==> config.mk <==
export PLATFORM = sky130hd
export DESIGN_NAME = acc_alu
export DESIGN_NICKNAME = d
export VERILOG_FILES = /design/src/rtl/acc_alu_pkg.sv /design/src/rtl/acc_alu_adder.sv /design/src/rtl/acc_alu_core.sv /design/src/rtl/acc_alu_flags.sv /design/src/rtl/acc_alu.sv
export SDC_FILE = /design/constraint.sdc
export NUM_CORES = 1
export LEC_CHECK = 0
export BUFFER_PORTS_ARGS = -buffer_cell sky130_fd_sc_hd__buf_2
export CORE_MARGIN = 3
export CORE_UTILIZATION = 37
export DETAILED_ROUTE_END_ITERATION = 16
export GPL_TIMING_DRIVEN = 0
export PLACE_DENSITY = 0.68
export SYNTH_ARGS = -nofsm -noshare
export SYNTH_HDL_FRONTEND = slang
export SYNTH_HIERARCHICAL = 1
export SYNTH_SLANG_ARGS = --single-unit
export TNS_END_PERCENT = 1
==> constraint.sdc <==
create_clock -name clk -period 4.7 [get_ports clk]
set_input_delay 0.705 -clock clk [delete_from_list [all_inputs] [get_ports clk]]
set_output_delay 0.705 -clock clk [all_outputs]
set_load 0.1 [all_outputs]
==> src/rtl/acc_alu_pkg.sv <==
package acc_alu_pkg;
   localparam int OP_W = 3;

   localparam logic [OP_W-1:0] OP_ADD  = 3'b000;
   localparam logic [OP_W-1:0] OP_AND  = 3'b001;
   localparam logic [OP_W-1:0] OP_OR   = 3'b010;
   localparam logic [OP_W-1:0] OP_NOT  = 3'b011;
   localparam logic [OP_W-1:0] OP_LOAD = 3'b100;

   // adder implementation choices
   localparam int ADDER_BEHAV  = 0;
   localparam int ADDER_RIPPLE = 1;

   function automatic logic op_is_legal(input logic [OP_W-1:0] code);
      return code <= OP_LOAD;
   endfunction
endpackage

==> src/rtl/acc_alu_adder.sv <==
module acc_alu_adder #(
   parameter int WIDTH = 8,
   parameter int STYLE = acc_alu_pkg::ADDER_BEHAV
) (
   input  logic [WIDTH-1:0] a,
   input  logic [WIDTH-1:0] b,
   output logic [WIDTH-1:0] sum
);
   generate
      if (STYLE == acc_alu_pkg::ADDER_RIPPLE) begin : g_ripple
         logic [WIDTH:0] carry;
         assign carry[0] = 1'b0;
         for (genvar i = 0; i < WIDTH; i++) begin : g_bit
            assign sum[i]     = a[i] ^ b[i] ^ carry[i];
            assign carry[i+1] = (a[i] & b[i]) | (carry[i] & (a[i] ^ b[i]));
         end
      end else if (STYLE == acc_alu_pkg::ADDER_BEHAV) begin : g_behav
         // carry out is not kept: wrap modulo 2^WIDTH
         assign sum = a + b;
      end else begin : g_bad_style
         $error("acc_alu_adder: unknown STYLE %0d", STYLE);
      end
   endgenerate
endmodule

==> src/rtl/acc_alu_core.sv <==
module acc_alu_core #(
   parameter int WIDTH = 8,
   parameter int ADDER_STYLE = acc_alu_pkg::ADDER_BEHAV
) (
   input  logic [acc_alu_pkg::OP_W-1:0] op,
   input  logic [WIDTH-1:0]             acc_val,
   input  logic [WIDTH-1:0]             bus_val,
   output logic [WIDTH-1:0]             result,
   output logic                         legal
);
   import acc_alu_pkg::*;

   logic [WIDTH-1:0] add_res;

   acc_alu_adder #(
      .WIDTH (WIDTH),
      .STYLE (ADDER_STYLE)
   ) u_adder (
      .a   (acc_val),
      .b   (bus_val),
      .sum (add_res)
   );

   assign legal = op_is_legal(op);

   always_comb begin
      unique case (op)
         OP_ADD:  result = add_res;
         OP_AND:  result = acc_val & bus_val;
         OP_OR:   result = acc_val | bus_val;
         OP_NOT:  result = ~acc_val;
         OP_LOAD: result = bus_val;
         default: result = acc_val;
      endcase
   end
endmodule

==> src/rtl/acc_alu_flags.sv <==
module acc_alu_flags #(
   parameter int WIDTH = 8
) (
   input  logic [WIDTH-1:0] acc_val,
   output logic             neg,
   output logic             zero
);
   localparam int SIGN_BIT = WIDTH - 1;

   assign neg  = acc_val[SIGN_BIT];
   assign zero = ~|acc_val;
endmodule

==> src/rtl/acc_alu.sv <==
module acc_alu #(
   parameter int WIDTH       = 8,
   parameter int ADDER_STYLE = acc_alu_pkg::ADDER_RIPPLE
) (
   input  logic                         clk,
   input  logic                         rst,
   input  logic [acc_alu_pkg::OP_W-1:0] op_sel,
   input  logic [WIDTH-1:0]             bus_in,
   input  logic                         acc_we,
   output logic [WIDTH-1:0]             acc_q,
   output logic                         neg_flag,
   output logic                         zero_flag
);
   localparam logic [WIDTH-1:0] ACC_CLEAR = '0;

   generate
      if (WIDTH < 2) begin : g_width_chk
         $error("acc_alu: WIDTH must be at least 2, got %0d", WIDTH);
      end
   endgenerate

   logic [WIDTH-1:0] acc_r;
   logic [WIDTH-1:0] alu_res;
   logic             op_legal;
   logic             commit;

   acc_alu_core #(
      .WIDTH       (WIDTH),
      .ADDER_STYLE (ADDER_STYLE)
   ) u_core (
      .op      (op_sel),
      .acc_val (acc_r),
      .bus_val (bus_in),
      .result  (alu_res),
      .legal   (op_legal)
   );

   assign commit = acc_we & op_legal;

   always_ff @(posedge clk) begin
      if (rst) begin
         acc_r <= ACC_CLEAR;
      end else if (commit) begin
         acc_r <= alu_res;
      end
   end

   acc_alu_flags #(
      .WIDTH (WIDTH)
   ) u_flags (
      .acc_val (acc_r),
      .neg     (neg_flag),
      .zero    (zero_flag)
   );

   assign acc_q = acc_r;
endmodule

==> impl_results.md, run 1 <==
* Setup TNS at 0 ns
* Post-synth ARST share at 0
* Synth Cell Area at 997 sq um
* Global route hottest layer: met2
* Maxcap violations at 0
* Relative slew slack at 0.633
* Met1 Resource Use GR at 0.257
* Delay-heaviest family, CP: adder cells
* Post-synth top area share at 0.161
* Die X at 57.9 um
* Dominant cells by area after synthesis: dfxtp_1, fa_1, a32oi_1, o2111ai_1, o221ai_1
* DRC Markers at 0
* TritonCTS clock tree: built
* Skew final at 0.00334 ns
* Total power at 0.271 mW
* Status: complete, no violations
* Core area at 0.00252 sq mm
* Area grow syn2layout at 15.6%
* Crit-path most repeated cell: fa_1
* Ys flop type: dfxtp_1
* RSZ-0062 raised after global routing: false
* Clock Path Buffers at 2
* First-pass GRT wire length at 4750 um
* Achievable clock frequency at 264 MHz
* Minimum clock period at 3.79 ns
* Die H at 57.9 um
* CTS resizes at 0
* Drt first pass iters at 4
* Max FFs per register at 8
* HP Start: acc_q[1]
* Largest area contributor in the netlist: dfxtp_1
* Crit Path Class: in -> reg
* Nets at 157
* Skew-Pair Late Insertion Delay at 0.26 ns
* Post-synth EDFFs at 0
* Setup crit start: bus_in[0]
* # diodes at 0
* Critical path arrival at 3.98 ns
* Synth warnings at 6
* Root Buffer: clkbuf_4
* Post-synthesis sequential area ratio at 0.161
* Fin. max-slew vios at 0
* Final HPWL DP at 2080 um
* Routability cong. at 0.845
* Worst slew pin tran at 0.551 ns
* Type of the most critical hold path: reg -> reg
* Critical path endpoint category: flop
* Launching point of the worst reg2reg path: acc_q[0]
* Mean Syn Cell Area at 8.90 sq um
* Detailed Route WL at 2860 um
* Total global routing overflow at 0
* Vias in the first global route at 985
* Total CTS buffers at 3
* Initial antenna violation count at 0
* Final Hold Viols at 0
* Pleak at 0.459 nW
* Layout cells sized above 1 at 0.291
* Post-CTS setup buffers at 0
* Worst Path Required at 4.88 ns
* I/O Buffers at 19
* CP Cell Sequence: buf_2 -> ha_1 -> inv_1 -> fa_1 -> inv_1 -> fa_1 -> fa_1 -> fa_1 -> fa_1 -> fa_1 -> xor3_1 -> a32oi_1 -> o221ai_1 -> nand3_1 -> a21oi_1
* Vias at 1039
* Initial Util at 0.395
* Cell Pwr Density at 235 mW/mm^2
* Routing usage on met2 at 0.277
* CP Launch Type: input pin
* Worst slack at placement at 0.644 ns
* Final Cycle Share at 0.807
* Top-level port count at 24
* Post-DR wirelength/cell at 17.5 um
* Final setup violation count at 0
* Vias per cell at 6.34
* Clk sinks at 8
* Htree depth at 1
* CP max-delay cell: fa_1
* #FFs+latches synth at 8
* CP bufs+invs at 3
* Max rail drop VDD at 0.214 mV
* Hold-fix buffers, CTS at 0
* Synth unique cells at 28
* Mapped Cells at 112
* FP Rows at 18
* Total GRT Usage at 0.181
* Largest net degree at the start of global routing at 11
* Met3 GRT Util at 0.0156
* CP Max Fanout at 4
* Detail Route Antenna Nets at 0
* DR iter-0 viols at 22
* Final worst slack at 0.907 ns
* Net Count, Synth at 133
* Die area at 0.00335 sq mm
* Clock-pin slew on the worst setup and hold paths at 0.06 ns
* Crit-path max cell delay at 0.40 ns
[tightest hold or removal path: stages (launching register included)]
cell and delay [ns]:
dfxtp_1 0.37, a21bo_1 0.20, a21oi_1 0.05
[metal layers]
| layer | part of all wire | vias to the layer above |
|---|---|---|
| met3 | 0.064 | 4 |
| met2 | 0.50 | 45 |
| met4 | 0.017 | 0 |
| met1 | 0.42 | 499 |
| li1 | - | 491 |
| met5 | 0 | - |
[cell type report]
| class | instances | area [sq um] |
|---|---|---|
| Fill cell | 265 | 1370 |
| Multi-Input combinational cell | 86 | 721 |
| Sequential cell | 8 | 160 |
| Timing Repair Buffer | 19 | 95.1 |
| Buffer | 12 | 93.8 |
| Tap cell | 30 | 37.5 |
| Clock buffer | 3 | 22.5 |
| Inverter | 6 | 22.5 |
[cell families after synthesis]
group	after synthesis	synth area share
fa+ha+maj	7	0.133
buf+inv	18	0.117
xor+xnor	1	0.0238
simple gates	29	0.157
flops	8	0.161
compound gates	49	0.409
[cells in the final DEF (no fill, tap or decap), types with 2 or more instances in the layout]
| cell | synthesis | layout |
|---|---|---|
| a21bo_1 | 5 | 5 |
| buf_6 | 4 | 4 |
| or3_1 | 7 | 7 |
| buf_1 | 2 | 2 |
| nand2_1 | 8 | 8 |
| a21boi_0 | 8 | 8 |
| o2111ai_1 | 7 | 7 |
| nand3_1 | 8 | 8 |
| dfxtp_1 | 8 | 8 |
| fa_1 | 6 | 6 |
| or4_1 | 2 | 2 |
| a21oi_1 | 8 | 8 |
| o221ai_1 | 7 | 7 |
| buf_2 | 3 | 22 |
| inv_1 | 6 | 6 |
| a32oi_1 | 8 | 8 |
| clkbuf_4 | 0 | 3 |
| nor2_2 | 2 | 2 |
| a21bo_2 | 3 | 3 |
[worst paths after layout]
check / to / slack [ns] / cells after the start
worst min-delay path: acc_q[1] / 0.67 / 2
worst max-delay path: acc_q[7] / 0.91 / 15
worst max register to register: acc_q[7] / 1.04 / 14
worst min register to register: acc_q[1] / 0.67 / 2
[where the power goes]
group / switching [mW] / total, mW / internal [mW]
clock network: 0.0276 / 0.0571 / 0.0295
registers: 0.00881 / 0.0804 / 0.0716
logic: 0.0918 / 0.133 / 0.0416
total: 0.128 / 0.271 / 0.143
[stage by stage]
step	utilization	hold WS (ns)	instances	instance area, sq um
floorplan	-	0.996	112	997
global placement	0.448	0.663	161	1130
detailed placement	0.448	0.666	161	1130
CTS	0.457	0.674	164	1150
global route	0.457	0.710	164	1150
finish	0.457	0.674	164	1150
No activity file was read; power rests on OpenSTA's default activity.
==> run 2: changes to the inputs <==
Clock period 4.7 ns to 3.78 ns, I/O delays scaled along.
==> impl_results.md, run 2 (synthesized netlist as in run 1, its figures left out) <==
* Status: complete, no violations
* Clock-pin slew on the worst setup and hold paths at 0.06 ns
* Total CTS buffers at 3
* Root Buffer: clkbuf_4
* Non-filler cells in the finished layout at 164
* Final HPWL DP at 1930 um
* Pleak at 0.460 nW
* RSZ-0062 raised after global routing: false
* Top-level port count at 24
* Met2 wire length at 1330 um
* Skew final at 0.0105 ns
* FP Rows at 18
* Drt first pass iters at 4
* DR WL met3 at 122 um
* I/O Buffers at 19
* Relative slew slack at 0.660
* Initial Util at 0.395
* Critical path arrival at 3.72 ns
* R2R Path End: acc_q[7]
* CP Max Fanout at 4
* Vias per cell at 6.09
* R2R Setup Slk at 0.23 ns
* Final worst slack at 0.179 ns
* Minimum clock period at 3.60 ns
* Crit Path Class: in -> reg
* Max layer used: met4
* Fin. max-slew vios at 0
* Htree depth at 1
* Worst hold path cell count at 3
* TritonCTS clock tree: built
* Maxcap violations at 0
* Area grow syn2layout at 15.7%
* Worst slew pin tran at 0.510 ns
* HP Start: acc_we
* Detailed Route WL at 2640 um
* Nets at 157
* Final Cycle Share at 0.953
* Skew-Pair Late Insertion Delay at 0.26 ns
* # diodes at 0
* WHS Endpoint: acc_q[2]
* Routability cong. at 0.802
* Clk sinks at 8
* Cell Pwr Density at 285 mW/mm^2
* First-pass GRT wire length at 4390 um
* Launching point of the worst reg2reg path: acc_q[0]
* Initial antenna violation count at 0
* Detail Route Antenna Nets at 0
* CTS resizes at 0
* Die X at 57.9 um
* DRC Markers at 0
* Clock Path Buffers at 2
* Core area at 0.00252 sq mm
* Largest net degree at the start of global routing at 11
* Commonest non-fill, non-tap cell in the layout: buf_2
* M1 WL at 1160 um
* Max rail drop VDD at 0.329 mV
* Worst Path Required at 3.90 ns
* Layout cells sized above 1 at 0.299
* Final Hold Viols at 0
* CP Launch Type: input pin
* Cells on worst reg2reg path at 14
* Inst Count DP at 161
* Post-DR wirelength/cell at 16.1 um
* Die H at 57.9 um
* Worst slack at placement at -0.0918 ns
* Critical path endpoint category: flop
* Achievable clock frequency at 278 MHz
* FILL cells at 267
* Vias at 999
* Post-CTS setup buffers at 0
* DR iter-0 viols at 25
* Final setup violation count at 0
* Type of the most critical hold path: in -> reg
* Total power at 0.329 mW
* Total global routing overflow at 0
* Total GRT Usage at 0.168
* Die area at 0.00335 sq mm
* Max FFs per register at 8
* Vias in the first global route at 910
* Hold-fix buffers, CTS at 0
[run 2: per-stage QoR]
step | util | area (sq um) | TNS [ns] | hold WS, ns
floorplan | - | 998 | 0 | 0.855
global placement | 0.448 | 1130 | -0.106 | 0.629
detailed placement | 0.448 | 1130 | -0.0918 | 0.625
CTS | 0.457 | 1150 | 0 | 0.611
global route | 0.457 | 1150 | 0 | 0.637
finish | 0.457 | 1150 | 0 | 0.621
[run 2: layer usage]
layer  up-vias  GRT usage
li1        488          -
met1       467      0.244
met2        42      0.263
met3         2     0.0267
met4         0     0.0331
met5         -          0
[run 2: layout make-up]
cell class / count / area [sq um] / area share
well taps: 30 / 37.5 / 0.0325
plain buffers: 12 / 93.8 / 0.0813
clock buffers: 3 / 22.5 / 0.0195
inverters: 6 / 22.5 / 0.0195
multi-input cells: 86 / 721 / 0.625
flip-flops and latches: 8 / 161 / 0.140
repair buffers: 19 / 95.1 / 0.0824
[run 2: worst max path at each step]
| stage | startpoint | endpoint | cells after the start |
|---|---|---|---|
| 3_5_place_dp | bus_in[0] | acc_q[7] | 15 |
| 6_report | bus_in[0] | acc_q[7] | 15 |
| 5_1_grt | bus_in[0] | acc_q[7] | 15 |
| 3_3_place_gp | bus_in[0] | acc_q[7] | 15 |
| 2_1_floorplan | acc_q[1] | acc_q[7] | 13 |
| 4_1_cts | bus_in[0] | acc_q[7] | 15 |
[run 2: critical path, cell delays in order]
cell,delay (ns)
buf_2,0.12
ha_1,0.17
inv_1,0.06
fa_1,0.17
inv_1,0.05
fa_1,0.37
fa_1,0.39
fa_1,0.39
fa_1,0.38
fa_1,0.38
xor3_1,0.20
a32oi_1,0.17
o221ai_1,0.13
nand3_1,0.10
a21oi_1,0.06
[run 2: power by group]
group | switching [mW] | internal, mW | total [mW]
Sequential | 0.0110 | 0.0894 | 0.100
Clock | 0.0283 | 0.0363 | 0.0645
Combinational | 0.112 | 0.0518 | 0.164
==> run 3: changes to the inputs <==
Settings changed: CELL_PAD_IN_SITES_DETAIL_PLACEMENT set to 1, CELL_PAD_IN_SITES_GLOBAL_PLACEMENT set to 2, CORE_UTILIZATION 37 to 31, CTS_CLUSTER_DIAMETER set to 100, PLACE_DENSITY 0.68 to 0.87, SYNTH_HIERARCHICAL 1 to not set.
==> impl_results.md, run 3 <==
* Status: complete, no violations
* Crit-path max cell delay at 0.41 ns
* Clk sinks at 8
* Hold-fix buffers, CTS at 0
* Relative slew slack at 0.677
* Post-CTS setup buffers at 0
* NetSw at 0.188 mW
* Skew-Pair Late Insertion Delay at 0.27 ns
* Vias per cell at 5.31
* Area of the multi-input gates at 807 sq um
* DR iter-0 viols at 40
* Die X at 65.4 um
* Post-synth EDFFs at 0
* Cell Pwr Density at 290 mW/mm^2
* Die area at 0.00428 sq mm
* Comb power frac at 0.528
* Total global routing overflow at 0
* Largest area contributor in the netlist: ha_1
* FILL cells at 423
* Worst slack at placement at 0.310 ns
* Register area at 160 sq um
* Hold_ws at 0.525 ns
* Root Buffer: clkbuf_4
* Ys flop type: dfxtp_1
* Critical path arrival at 3.35 ns
* Top-level port count at 24
* Setup TNS at 0 ns
* Htree depth at 1
* Sequential share of power at 0.270
* Most frequent cells in the layout: buf_2, inv_1, ha_1
* Total CTS buffers at 3
* Initial antenna violation count at 0
* TritonCTS clock tree: built
* Vias in the first global route at 1098
* Post-synthesis sequential area ratio at 0.146
* Internal power at 0.183 mW
* Routability cong. at 0.768
* Worst Path Required at 3.94 ns
* Core area at 0.00320 sq mm
* First-pass GRT wire length at 5200 um
* Synth Cell Area at 0.00109 sq mm
* Nets at 192
* Final HPWL DP at 2400 um
* Clk network pwr share at 0.202
* Commonest non-fill, non-tap cell in the layout: buf_2
* CTS resizes at 0
* Mean Syn Cell Area at 8.48 sq um
* Crit-path most repeated cell: fa_1
* DRC Markers at 0
* Layout cells sized above 1 at 0.234
* Worst slew pin tran at 0.487 ns
* Maxcap violations at 0
* # diodes at 0
* Max FFs per register at 8
* Minimum clock period at 3.18 ns
* Type of the most critical hold path: reg -> reg
* Initial Util at 0.341
* Dominant cells by area after synthesis: ha_1, dfxtp_1, fa_1, inv_1, a221oi_1
* Drt first pass iters at 4
* Clock Path Buffers at 2
* Most numerous cell in the Yosys netlist: inv_1
* Vias at 1052
* Crit Path Class: in -> reg
* Max rail drop VDD at 0.0997 mV
* Mapped Cells at 129
* Post-synth ARST share at 0
* Fin. max-slew vios at 0
* Largest net degree at the start of global routing at 11
* Commonest cells in the netlist: inv_1, ha_1, dfxtp_1
* Post-synth top area share at 0.183
* Die H at 65.4 um
* Synth warnings at 0
* Net Count, Synth at 165
* Clock-pin slew on the worst setup and hold paths at 0.07 ns
* Detailed Route WL at 3030 um
* Post-DR wirelength/cell at 15.3 um
* Final setup violation count at 0
* Achievable clock frequency at 314 MHz
* Area grow syn2layout at 17.2%
* RSZ-0062 raised after global routing: false
* CP max-delay cell: fa_1
* Total power at 0.371 mW
* CP Launch Type: input pin
* CP Cell Sequence: buf_2 -> ha_1 -> inv_1 -> fa_1 -> fa_1 -> inv_1 -> fa_1 -> inv_1 -> fa_1 -> inv_1 -> fa_1 -> fa_1 -> nor2_1 -> nor3_1 -> a32o_1
* Synth unique cells at 39
* FP Rows at 20
* CP Max Fanout at 3
* Detail Route Antenna Nets at 0
* Final Hold Viols at 0
* Sw Ratio at 0.507
* Pleak at 0.616 nW
* Skew final at 0.00554 ns
* #FFs+latches synth at 8
* Final Cycle Share at 0.842
* Final worst slack at 0.598 ns
* I/O Buffers at 22
* Critical path endpoint category: flop
* Total GRT Usage at 0.156
[run 3: cell types whose count changed after synthesis, sizes merged, moves of 8 or more]
| cell | change |
|---|---|
| o2111ai | -8 |
| ha | +15 |
| inv | +16 |
| a21boi | -8 |
| a32oi | -8 |
| a21bo | -8 |
| o221ai | -8 |
[run 3: path summary, 6_finish.rpt]
kind / start / end / slack, ns / depth (start not counted)
max: bus_in[0] / acc_q[6] / 0.60 / 15
min reg2reg: acc_q[2] / acc_q[2] / 0.53 / 2
min: acc_q[2] / acc_q[2] / 0.53 / 2
max reg2reg: acc_q[0] / acc_q[6] / 0.61 / 14
[run 3: final cells by class]
class | instances | area share
Buffer | 8 | 0.0342
Inverter | 22 | 0.0645
Timing Repair Buffer | 22 | 0.0859
Sequential cell | 8 | 0.125
Tap cell | 44 | 0.0430
Multi-Input combinational cell | 91 | 0.630
Clock buffer | 3 | 0.0176
[run 3: critical path: cells and delay by family]
family	cells	cell delay (ns)
AOI/OAI and AO/OA	1	0.23
adders and majority gates	7	2.04
buffers and inverters	5	0.35
and+or+nand+nor	2	0.16
[run 3: cell families after synthesis]
logic type,synth area share
XOR/XNOR,0.00801
buffers and inverters,0.116
AND/OR/NAND/NOR,0.187
AO/OA/AOI/OAI,0.251
flip-flops,0.146
adder cells (fa/ha/maj),0.293
[run 3: metrics by stage]
stage	util	area, sq um	instances
after floorplan	-	1090	129
after global placement	0.393	1260	195
after detailed placement	0.393	1260	195
after CTS	0.400	1280	198
after global routing	0.400	1280	198
final	0.400	1280	198
[run 3: layer usage]
layer	GRT usage	vias to the layer above	wire (um)
met5	0	-	0
met4	0.0466	0	41
met3	0.0239	5	145
met2	0.264	30	1480
met1	0.204	514	1360
li1	-	503	-
[run 3: power groups by stage]
stage                     logic, mW  registers (mW)  clock network, mW
final                         0.196           0.100             0.0748
after global routing          0.214           0.102             0.0799
after CTS                     0.197           0.100             0.0781
after detailed placement      0.197           0.102                  0
after global placement        0.193           0.101                  0
after floorplan               0.101           0.153                  0
